[src/rtl/gcorr_predictor.sv]
module gcorr_predictor #(
  parameter int ADDR_BITS = 4,
  parameter int HIST_BITS = 2,
  parameter int CTR_BITS  = 2,
  parameter bit XOR_HASH  = 1'b0
) (
  input  logic                 clk,
  input  logic                 rst_n,
  input  logic [ADDR_BITS-1:0] pred_addr,
  output logic                 pred_taken,
  output logic [HIST_BITS-1:0] pred_hist,
  input  logic                 upd_valid,
  input  logic [ADDR_BITS-1:0] upd_addr,
  input  logic [HIST_BITS-1:0] upd_hist,
  input  logic                 upd_taken
);
  localparam int IDX_W   = XOR_HASH ? ADDR_BITS : ADDR_BITS + HIST_BITS;
  localparam int ENTRIES = 1 << IDX_W;
  localparam logic [CTR_BITS-1:0] CTR_MAX  = {CTR_BITS{1'b1}};
  localparam logic [CTR_BITS-1:0] CTR_INIT = CTR_BITS'((1 << (CTR_BITS - 1)) - 1);

  logic [HIST_BITS-1:0] ghr;
  logic [CTR_BITS-1:0]  ctr [ENTRIES];
  logic [IDX_W-1:0]     p_idx, u_idx;

  generate
    if (XOR_HASH) begin : g_xor
      assign p_idx = pred_addr ^ ADDR_BITS'(ghr);
      assign u_idx = upd_addr ^ ADDR_BITS'(upd_hist);
    end else begin : g_cat
      assign p_idx = {pred_addr, ghr};
      assign u_idx = {upd_addr, upd_hist};
    end
  endgenerate

  assign pred_taken = ctr[p_idx][CTR_BITS-1];
  assign pred_hist  = ghr;

  always_ff @(posedge clk) begin
    if (!rst_n) begin
      ghr <= '0;
      for (int i = 0; i < ENTRIES; i++) ctr[i] <= CTR_INIT;
    end else if (upd_valid) begin
      ghr <= HIST_BITS'({ghr, upd_taken});
      if (upd_taken && ctr[u_idx] != CTR_MAX)
        ctr[u_idx] <= ctr[u_idx] + 1'b1;
      else if (!upd_taken && ctr[u_idx] != '0)
        ctr[u_idx] <= ctr[u_idx] - 1'b1;
    end
  end

  a_r2_hist_shift: assert property (@(posedge clk) disable iff (!rst_n)
    upd_valid |=> pred_hist == HIST_BITS'({$past(pred_hist), $past(upd_taken)}));
  a_r2_hist_hold: assert property (@(posedge clk) disable iff (!rst_n)
    !upd_valid |=> $stable(pred_hist));
  a_r5_inc: assert property (@(posedge clk) disable iff (!rst_n)
    (upd_valid && upd_taken && ctr[u_idx] != CTR_MAX)
      |=> ctr[$past(u_idx)] == CTR_BITS'($past(ctr[u_idx]) + 1'b1));
  a_r5_sat_top: assert property (@(posedge clk) disable iff (!rst_n)
    (upd_valid && upd_taken && ctr[u_idx] == CTR_MAX) |=> ctr[$past(u_idx)] == CTR_MAX);
  a_r6_dec: assert property (@(posedge clk) disable iff (!rst_n)
    (upd_valid && !upd_taken && ctr[u_idx] != '0)
      |=> ctr[$past(u_idx)] == CTR_BITS'($past(ctr[u_idx]) - 1'b1));
  a_r6_sat_floor: assert property (@(posedge clk) disable iff (!rst_n)
    (upd_valid && !upd_taken && ctr[u_idx] == '0) |=> ctr[$past(u_idx)] == '0);
endmodule

[config.mk]
export PLATFORM = sky130hd
export DESIGN_NAME = gcorr_predictor
export DESIGN_NICKNAME = d
export VERILOG_FILES = /design/src/rtl/gcorr_predictor.sv
export SDC_FILE = /design/constraint.sdc
export NUM_CORES = 1
export LEC_CHECK = 0
export ABC_CLOCK_PERIOD_IN_PS = 9970
export BUFFER_PORTS_ARGS = -buffer_cell sky130_fd_sc_hd__buf_2
export CORE_ASPECT_RATIO = 1.1
export CORE_MARGIN = 4
export CORE_UTILIZATION = 58
export CTS_CLUSTER_DIAMETER = 150
export DETAILED_ROUTE_END_ITERATION = 8
export MAX_ROUTING_LAYER = met4
export PLACE_DENSITY = 0.75
export SLEW_MARGIN = 0
export SYNTH_ARGS = -nofsm -noshare
export SYNTH_HDL_FRONTEND = slang
export SYNTH_SLANG_ARGS = --single-unit
[constraint.sdc]
create_clock -name clk -period 9.97 [get_ports clk]
set_input_delay 1.994 -clock clk [delete_from_list [all_inputs] [get_ports clk]]
set_output_delay 1.994 -clock clk [all_outputs]
set_load 0.02 [all_outputs]
Word-level counts from Yosys, hierarchy flattened
Memory sizes are Yosys's and may differ from the RTL's.
Index checks and enable logic that the tools add are counted.
Widths: inputs -> output; s select.
- memories: 1
- bits in writable memories: 128
- word-level logic and storage cells: 25
- output and inout bits: 3
- register bits: 2
- memories (name ; words ; bits a word ; rd ports ; clocked after memory_dff ; write ports ; line ; RTL):
    ctr ; 64 ; 2 ; 2 ; 0 ; 64 ; 23 ; logic [CTR_BITS-1:0] ctr [ENTRIES];
- bitwise operators: 1
- reduce and logical (&&, ||, !) cells: 5
- multiplexer cells: 14
- eq/ne operators: 1
- add/subtract/negate cells: 2
- operator list (cell ; count):
    $mux 1 ; 11
    $mux 6 ; 1
    $mux 2 ; 2
    $add 2x1->2 const B ; 1
    $logic_and 1x1->1 ; 2
    $ne 2x2->1 const B ; 1
    $reduce_bool 2->1 ; 1
    $reduce_or 2->1 ; 1
    $sub 2x1->2 const B ; 1
    $logic_not 1->1 ; 1
    $or 1x1->1 ; 1

Depth between registers and ports, before layout
Gate-level depths: netlist of run 1.
An unclocked memory read counts as a cell.
- depth after elaboration: 11
- gate-level depth with buffers: 12
- gate-level depth less buffers: 7

Worst setup path before layout of run 1
Ideal clock, no wire load.
- path type: input port to output port
- start point: input pred_addr[0]
- end point: output pred_taken
- data required time: 7976 ps
- cell stages on the path: 2
- data arrival time: 2999 ps
- path slack: 4977 ps
- path through: mux4_2 > mux4_2
- longest elaborated chain between the ends: 1
- RTL lines (what ; line ; RTL):
    start, declared ; 9 ; input logic [ADDR_BITS-1:0] pred_addr,
    $mem_v2 64x2 ; - ;
    end, declared ; 10 ; output logic pred_taken,
Every way passes these cells.

==> impl_metrics.csv, run 1 <==
group,metric,value,unit
outcome,status,"complete, no violations",
worst_setup_path,cp_cell_sequence,"buf_2 -> nor2b_1 -> a22oi_1 -> o211ai_1 -> a222oi_1 -> and4_4 -> mux2i_4 -> buf_4 -> o21ai_0",
synth,netlist_area,7700,sq um
synth,synth_cells,671,
power_and_ir_drop,leakagePower,2.42,nW
die,boundaryPins,17,
clocking,htreeDepth,4,
die,start_util,60.2,%
sta,slew_headroom,17.9,%
synth,synth_top_family_by_area,"compound AO/OA/AOI/OAI gates",
sta,period_needed,6090,ps
worst_hold_path,hold_path_class,"reg2reg",
route,antenna_left,0,
sta,max_clock_freq,164,MHz
worst_setup_path,end_kind,"register",
cells_and_area,drive_above_1_share,18.4,%
synth,yosys.cell_count.top_type,"edfxtp_1",
synth,synth_top_area_cell,"edfxtp_1",
worst_setup_path,slowest_delay,850,ps
sta,rsz0062_at_grt,"no",
route,post-route-drc-count,0,
worst_setup_path,arrival,6210,ps
synth,synthMuxAreaShare,11.2,%
grt,grt_max_degree,70,
run,maxCapViolations,0,
synth,yosys_warnings,0,
sta,setup_tns,0,ps
synth,synth-seq-cells,130,
synth,syn-num-nets,685,
grt,antenna_found_initial,0,
die,die_h,129,um
power_and_ir_drop,pwr-share-clk,45.5,%
power_and_ir_drop,power.share.sequential,40.9,%
clocking,clockBufferDepth,2,
grt,grtUsageTotal,30.0,%
synth,synthArstFlopShare,0,%
placement,io_buffer_count,16,
route,firstDrtPassIters,5,
clocking,clock_latency,430,ps
clocking,post-cts-setup-buffer-count,0,
sta,worstMarginPinSlew,1230,ps
sta,setup_violations,0,
placement,place_inst,776,
clocking,cts_root_buffer,"clkbuf_16",
cells_and_area,layout.cells.non_filler,808,
synth,synth-edff-count,128,
clocking,clk_pin_slew,60,ps
clocking,cts_hold_repair.buffers,0,
grt,grt_overflow,0,
synth,synth_adder_area_share,0,%
die,fp.dieW,118,um
placement,dp_hpwl,12.8,mm
die,dieArea,15200,sq um
synth,avgSynthCellArea,11.5,sq um
cells_and_area,diodes,0,
route,vias_per_cell,7.43,
route,routed_wl,21.2,mm
grt,first_global_vias,5957,
placement,gp_congestion,0.897,
clocking,cts-resized-gates,0,
synth,synthSimpleGateAreaFrac,13.1,%
worst_setup_path,crit_type,"in2reg",
synth,synth_compound_area_share,18.2,%
synth,synthTopCellsByArea,"edfxtp_1 50%, mux4_2 7.0%, a211oi_1 5.3%",
synth,ys_seq_area_share,50.4,%
synth,yosysTopAreaCellShare,49.9,%
clocking,clock-sinks,130,
route,routedWlPerCell,26.3,um
cells_and_area,syn_to_final_growth,7.18,%
route,initialDrtViolationCount,918,
power_and_ir_drop,p_switching,406,uW
clocking,cts_made_buffers,17,
sta,final-hold-violation-count,0,
route,via_count,6002,
worst_setup_path,critPathLaunchType,"input port",
synth,ys_top_cells_by_count,"128 x edfxtp_1, 73 x nand2_1, 70 x nand3_1, 60 x o21ai_1, 54 x a211oi_1",
sta,fin_crit_sh,61.1,%
worst_setup_path,worstPathRequired,10090,ps
power_and_ir_drop,swShare,26.7,%
cells_and_area,fin_nets,652,
synth,ys.flop_type,"edfxtp_1",
die,placementRows,43,
power_and_ir_drop,pwr-share-comb,13.6,%
die,core_area,12800,sq um
power_and_ir_drop,ir_drop,145,uV
synth,synth_cell_types,55,
sta,fin_worst_skew,11.3,ps
worst_setup_path,cp_max_fo,45,
power_and_ir_drop,pwr_density_cell,184,nW/um^2
power_and_ir_drop,p_int,1.11,mW
clocking,cts_tree,"yes",
worst_setup_path,slowest_stage,"mux2i_4",
sta,drv_slew,0,
synth,yosys.area_share.xor_xnor,0.357,%
power_and_ir_drop,power.total,1.52,mW
grt,grt_pass1_wl,33.8,mm
-- power groups by stage --
stage                     sequential, mW  clock, mW  combinational (mW)
after global routing               0.623      0.719               0.219
final                              0.622      0.692               0.207
after CTS                          0.622      0.690               0.202
after global placement             0.632          0               0.196
after floorplan                    0.628          0               0.176
after detailed placement           0.633          0               0.200
-- area by class of cell --
cell class,instances,area (sq um)
fill,942,4550
sequential,130,3880
multi-input combinational,454,3310
clock buffer,22,484
timing repair buffer,33,208
tap,157,196
clock inverter,10,170
inverter,2,7.51
-- registers in the layout, indices dropped and copies added, names as in the netlist --
name / count
ctr: 128
pred_hist: 2
-- per-stage QoR --
stage / setup WS (ps) / utilization [%] / instance area (sq um) / hold WS (ps)
2_1_floorplan: 4980 / - / 7700 / 1060
3_5_place_dp: 3650 / 59.4 / 7600 / 831
3_3_place_gp: 3680 / 59.4 / 7600 / 803
5_1_grt: 3760 / 64.5 / 8260 / 914
6_report: 3880 / 64.5 / 8260 / 845
4_1_cts: 4020 / 64.5 / 8260 / 847
-- layer usage --
layer	global-route usage [%]	vias up	part of all wire (%)
met3	6.55	75	11
met4	15.0	0	3.7
met2	46.0	424	48
met5	-	-	0
li1	-	2578	-
met1	38.2	2925	38
-- cell families (layout without fill, tap and decap cells) --
kind of cell,Yosys count,after routing
AOI/OAI and AO/OA,197,197
xor gates and xnor gates,1,1
buffers and inverters,87,67
muxes,52,52
DFF,130,130
and+or+nand+nor,204,204
-- path summary, 6_finish.rpt --
kind                                    end                 startpoint  slack [ps]  depth (start not counted)
hold / removal    pred_hist[1]$_SDFFE_PN0P_  pred_hist[0]$_SDFFE_PN0P_         840                          3
setup / recovery   ctr[63][1]$_SDFFCE_PN0P_                upd_hist[1]        3880                          9
hold reg to reg   pred_hist[1]$_SDFFE_PN0P_  pred_hist[0]$_SDFFE_PN0P_         840                          3
setup reg to reg   ctr[63][1]$_SDFFCE_PN0P_   ctr[42][0]$_SDFFCE_PN1P_        6010                          8
-- worst max-delay path: cells and delay by family --
kind,cells,cell delay (ps)
buffers and inverters,2,1220
AOI/OAI and AO/OA,4,1260
muxes,1,850
and+or+nand+nor,2,820
-- cells in the final DEF (no fill, tap or decap), types with 3 or more instances in the layout --
cell type,count
o22ai_1,5
nand2b_1,6
a21oi_1,5
inv_6,3
buf_4,17
nor2_1,15
clkbuf_8,4
bufinv_16,4
and3b_1,3
and2_1,3
mux2_2,9
nor3b_1,3
a22o_1,5
nor2b_1,8
edfxtp_1,128
mux2i_1,16
mux4_2,24
o211ai_1,4
a211oi_2,10
o21ai_1,60
and3_1,5
o21ai_0,10
nand3_1,70
a22oi_1,15
a211oi_1,54
nand3b_1,6
buf_2,16
nand2_1,73
o221ai_1,3
clkbuf_16,17
a221oi_1,9
No activity file was read; power rests on OpenSTA's default activity.
==> run 2, diff against run 1 <==
ABC_AREA = 1   (was unset)
ABC_CLOCK_PERIOD_IN_PS = 6200   (was 9970)
clock period = 6.2 ns   (was 9.97 ns; I/O delays follow)
==> run 2 against run 1 <==
- non-clock buffer count decreased by 6
- clock skew decreased by 4.7 ps
- clock power increased by 42%
- largest power group is now registers
- highest routed layer unchanged
- die area decreased by 0.65%
- flip-flop and latch count unchanged
- first-iteration DRC count increased by 15%
- setup slack got worse by 2600 ps
- hold slack improved by 280 ps
- sequential share of layout area decreased by 0.23 points
- power increased by 50%
==> impl_metrics.csv, run 2 <==
group,metric,value,unit
outcome,status,"complete, no violations",
route,antenna_left,0,
synth,synth_compound_area_share,5.36,%
synth,yosys.cell_count.top_type,"nand2_1",
synth,netlist_area,7650,sq um
sta,setup_tns,0,ps
synth,avgSynthCellArea,7.36,sq um
worst_setup_path,cp_cell_sequence,"buf_4 -> clkinv_1 -> o21ai_0 -> o22ai_1 -> o21ai_0 -> inv_1 -> o21ai_0 -> o211ai_1 -> o211ai_1 -> nand2_1 -> buf_2",
placement,io_buffer_count,16,
grt,first_global_vias,6539,
clocking,htreeDepth,4,
power_and_ir_drop,p_switching,593,uW
grt,grt_pass1_wl,33.0,mm
die,boundaryPins,17,
sta,rsz0062_at_grt,"no",
clocking,cts_root_buffer,"clkbuf_16",
worst_setup_path,crit_type,"reg2out",
grt,grt_max_degree,66,
route,vias_per_cell,5.81,
synth,ys_top_cells_by_count,"455 x nand2_1, 173 x nor2_1, 128 x edfxtp_1, 76 x nand3_1, 49 x o21ai_0",
grt,grtUsageTotal,29.2,%
die,core_area,12800,sq um
synth,synthArstFlopShare,0,%
clocking,cts_hold_repair.buffers,0,
sta,fin_crit_sh,78.8,%
synth,synthTopCellsByArea,"edfxtp_1 50%, nand2_1 22%, nor2_1 8.5%",
power_and_ir_drop,pwr-share-clk,43.2,%
grt,grt_overflow,0,
power_and_ir_drop,pwr-share-comb,13.3,%
cells_and_area,multi_input_area,3270,sq um
die,die_h,128,um
cells_and_area,layout_commonest_cell,"nand2_1",
worst_setup_path,arrival,3650,ps
power_and_ir_drop,power.share.sequential,43.5,%
sta,fin_worst_skew,6.68,ps
synth,syn-num-nets,1053,
route,initialDrtViolationCount,1056,
die,fp.dieW,118,um
synth,synth_cell_types,27,
synth,ys.flop_type,"edfxtp_1",
synth,synth_adder_area_share,0,%
worst_setup_path,worstReg2RegStart,"ctr[37][0]$_SDFFCE_PN1P_",
worst_hold_path,hold_path_class,"in2reg",
synth,synthMuxAreaShare,0,%
sta,final-hold-violation-count,0,
synth,ys_seq_area_share,50.8,%
clocking,clk_pin_slew,50,ps
worst_hold_path,min-delay-start,"upd_valid",
cells_and_area,fillers,1123,
worst_setup_path,cp_common_cell,"o21ai_0",
synth,yosys.area_share.xor_xnor,0,%
sta,setup_violations,0,
synth,synth_top_area_cell,"edfxtp_1",
cells_and_area,layout.area.seq,3880,sq um
worst_setup_path,path_buf_inv,4,
sta,layout_setup_ws,1310,ps
clocking,post-cts-setup-buffer-count,0,
route,routedWlPerCell,17.3,um
power_and_ir_drop,swShare,26.0,%
power_and_ir_drop,p_int,1.69,mW
clocking,clock-sinks,130,
cells_and_area,diodes,0,
power_and_ir_drop,leakagePower,3.40,nW
synth,synth_top_family_by_area,"simple AND/OR/NAND/NOR gates",
clocking,clock_latency,420,ps
route,firstDrtPassIters,6,
worst_setup_path,slowest_stage,"clkinv_1",
worst_setup_path,cp_max_fo,42,
placement,gp_congestion,0.875,
die,dieArea,15100,sq um
die,placementRows,43,
synth,yosys_warnings,0,
worst_setup_path,end_kind,"output pin",
route,routed_wl,20.6,mm
route,via_count,6914,
power_and_ir_drop,power.total,2.28,mW
clocking,clockBufferDepth,2,
cells_and_area,top_register,"ctr",
worst_setup_path,cpLargestDelayFamily,"buffers and inverters",
clocking,cts-resized-gates,0,
sta,worstMarginPinSlew,977,ps
synth,synth-seq-cells,130,
cells_and_area,final_cell_mix,"453 x nand2_1, 173 x nor2_1, 128 x edfxtp_1",
clocking,cts_tree,"yes",
worst_setup_path,startpoint,"pred_hist[0]$_SDFFE_PN0P_",
sta,drv_slew,0,
die,start_util,60.0,%
cells_and_area,drive_above_1_share,5.71,%
clocking,cts_made_buffers,17,
cells_and_area,syn_to_final_growth,8.46,%
cells_and_area,fin_util,65.1,%
placement,pre_cts_ws,1320,ps
worst_setup_path,worstPathRequired,4960,ps
worst_setup_path,slowest_delay,910,ps
route,post-route-drc-count,0,
sta,max_clock_freq,205,MHz
power_and_ir_drop,pwr_density_cell,275,nW/um^2
sta,slew_headroom,34.5,%
worst_setup_path,ff2ff_setup_slack,3230,ps
cells_and_area,fin_nets,1034,
synth,yosysTopAreaCellShare,50.2,%
placement,dp_hpwl,12.6,mm
grt,antenna_found_initial,0,
run,maxCapViolations,0,
synth,synth_cells,1039,
worst_setup_path,critPathLaunchType,"register",
power_and_ir_drop,ir_drop,181,uV
cells_and_area,largest_register_ffs,128,
synth,synth-edff-count,128,
synth,synthSimpleGateAreaFrac,37.2,%
sta,period_needed,4890,ps
[run 2: cell types whose count changed after synthesis, sizes merged, moves of 17 or more]
cell / delta
a211oi: -64
inv: +42
mux2i: -17
mux4: -25
nand2: +382
nor2: +158
o21ai: -17
[run 2: kinds of logic (layout without fill, tap and decap cells)]
family | Yosys count | after routing
flip-flops | 130 | 130
AO/OA/AOI/OAI | 77 | 77
buffers and inverters | 110 | 104
AND/OR/NAND/NOR | 722 | 722
[run 2: routing by layer]
metal	wire length (um)	vias up	GRT usage [%]
met1	8000	3174	35.4
li1	-	3325	-
met4	671	0	13.7
met3	1940	53	5.27
met2	9990	362	47.9
met5	0	-	-
[run 2: power groups by stage]
| stage | combinational, mW | sequential (mW) | clock, mW |
|---|---|---|---|
| 2_1_floorplan | 0.212 | 1.01 | 0 |
| 3_3_place_gp | 0.292 | 1.01 | 0 |
| 3_5_place_dp | 0.295 | 1.01 | 0 |
| 4_1_cts | 0.296 | 0.992 | 0.986 |
| 5_1_grt | 0.331 | 0.993 | 1.03 |
| 6_report | 0.302 | 0.992 | 0.985 |
[run 2: final timing paths]
| path | end | cells after the start |
|---|---|---|
| worst max-delay path | pred_taken | 11 |
| worst min-delay path | pred_hist[1]$_SDFFE_PN0P_ | 3 |
| worst max register to register | ctr[45][1]$_SDFFCE_PN0P_ | 15 |
| worst min register to register | pred_hist[1]$_SDFFE_PN0P_ | 3 |
[run 2: area by class of cell]
type | instances | area share [%]
timing repair buffer | 27 | 2.41
sequential | 130 | 46.8
clock inverter | 5 | 0.935
multi-input combinational | 799 | 39.4
tap | 157 | 2.37
clock buffer | 27 | 6.06
inverter | 45 | 2.04
[run 2: metrics by stage]
step / hold WS, ps / instances / cell area, sq um
4_1_cts: 1100 / 1190 / 8300
6_report: 1120 / 1190 / 8300
3_5_place_dp: 1130 / 1158 / 7720
3_3_place_gp: 1120 / 1158 / 7720
2_1_floorplan: 711 / 1039 / 7650
5_1_grt: 1130 / 1190 / 8300
[run 2: tightest hold or removal path, cell delays in order]
cell	delay [ps]
buf_2	110
nand2_1	70
o22ai_1	70
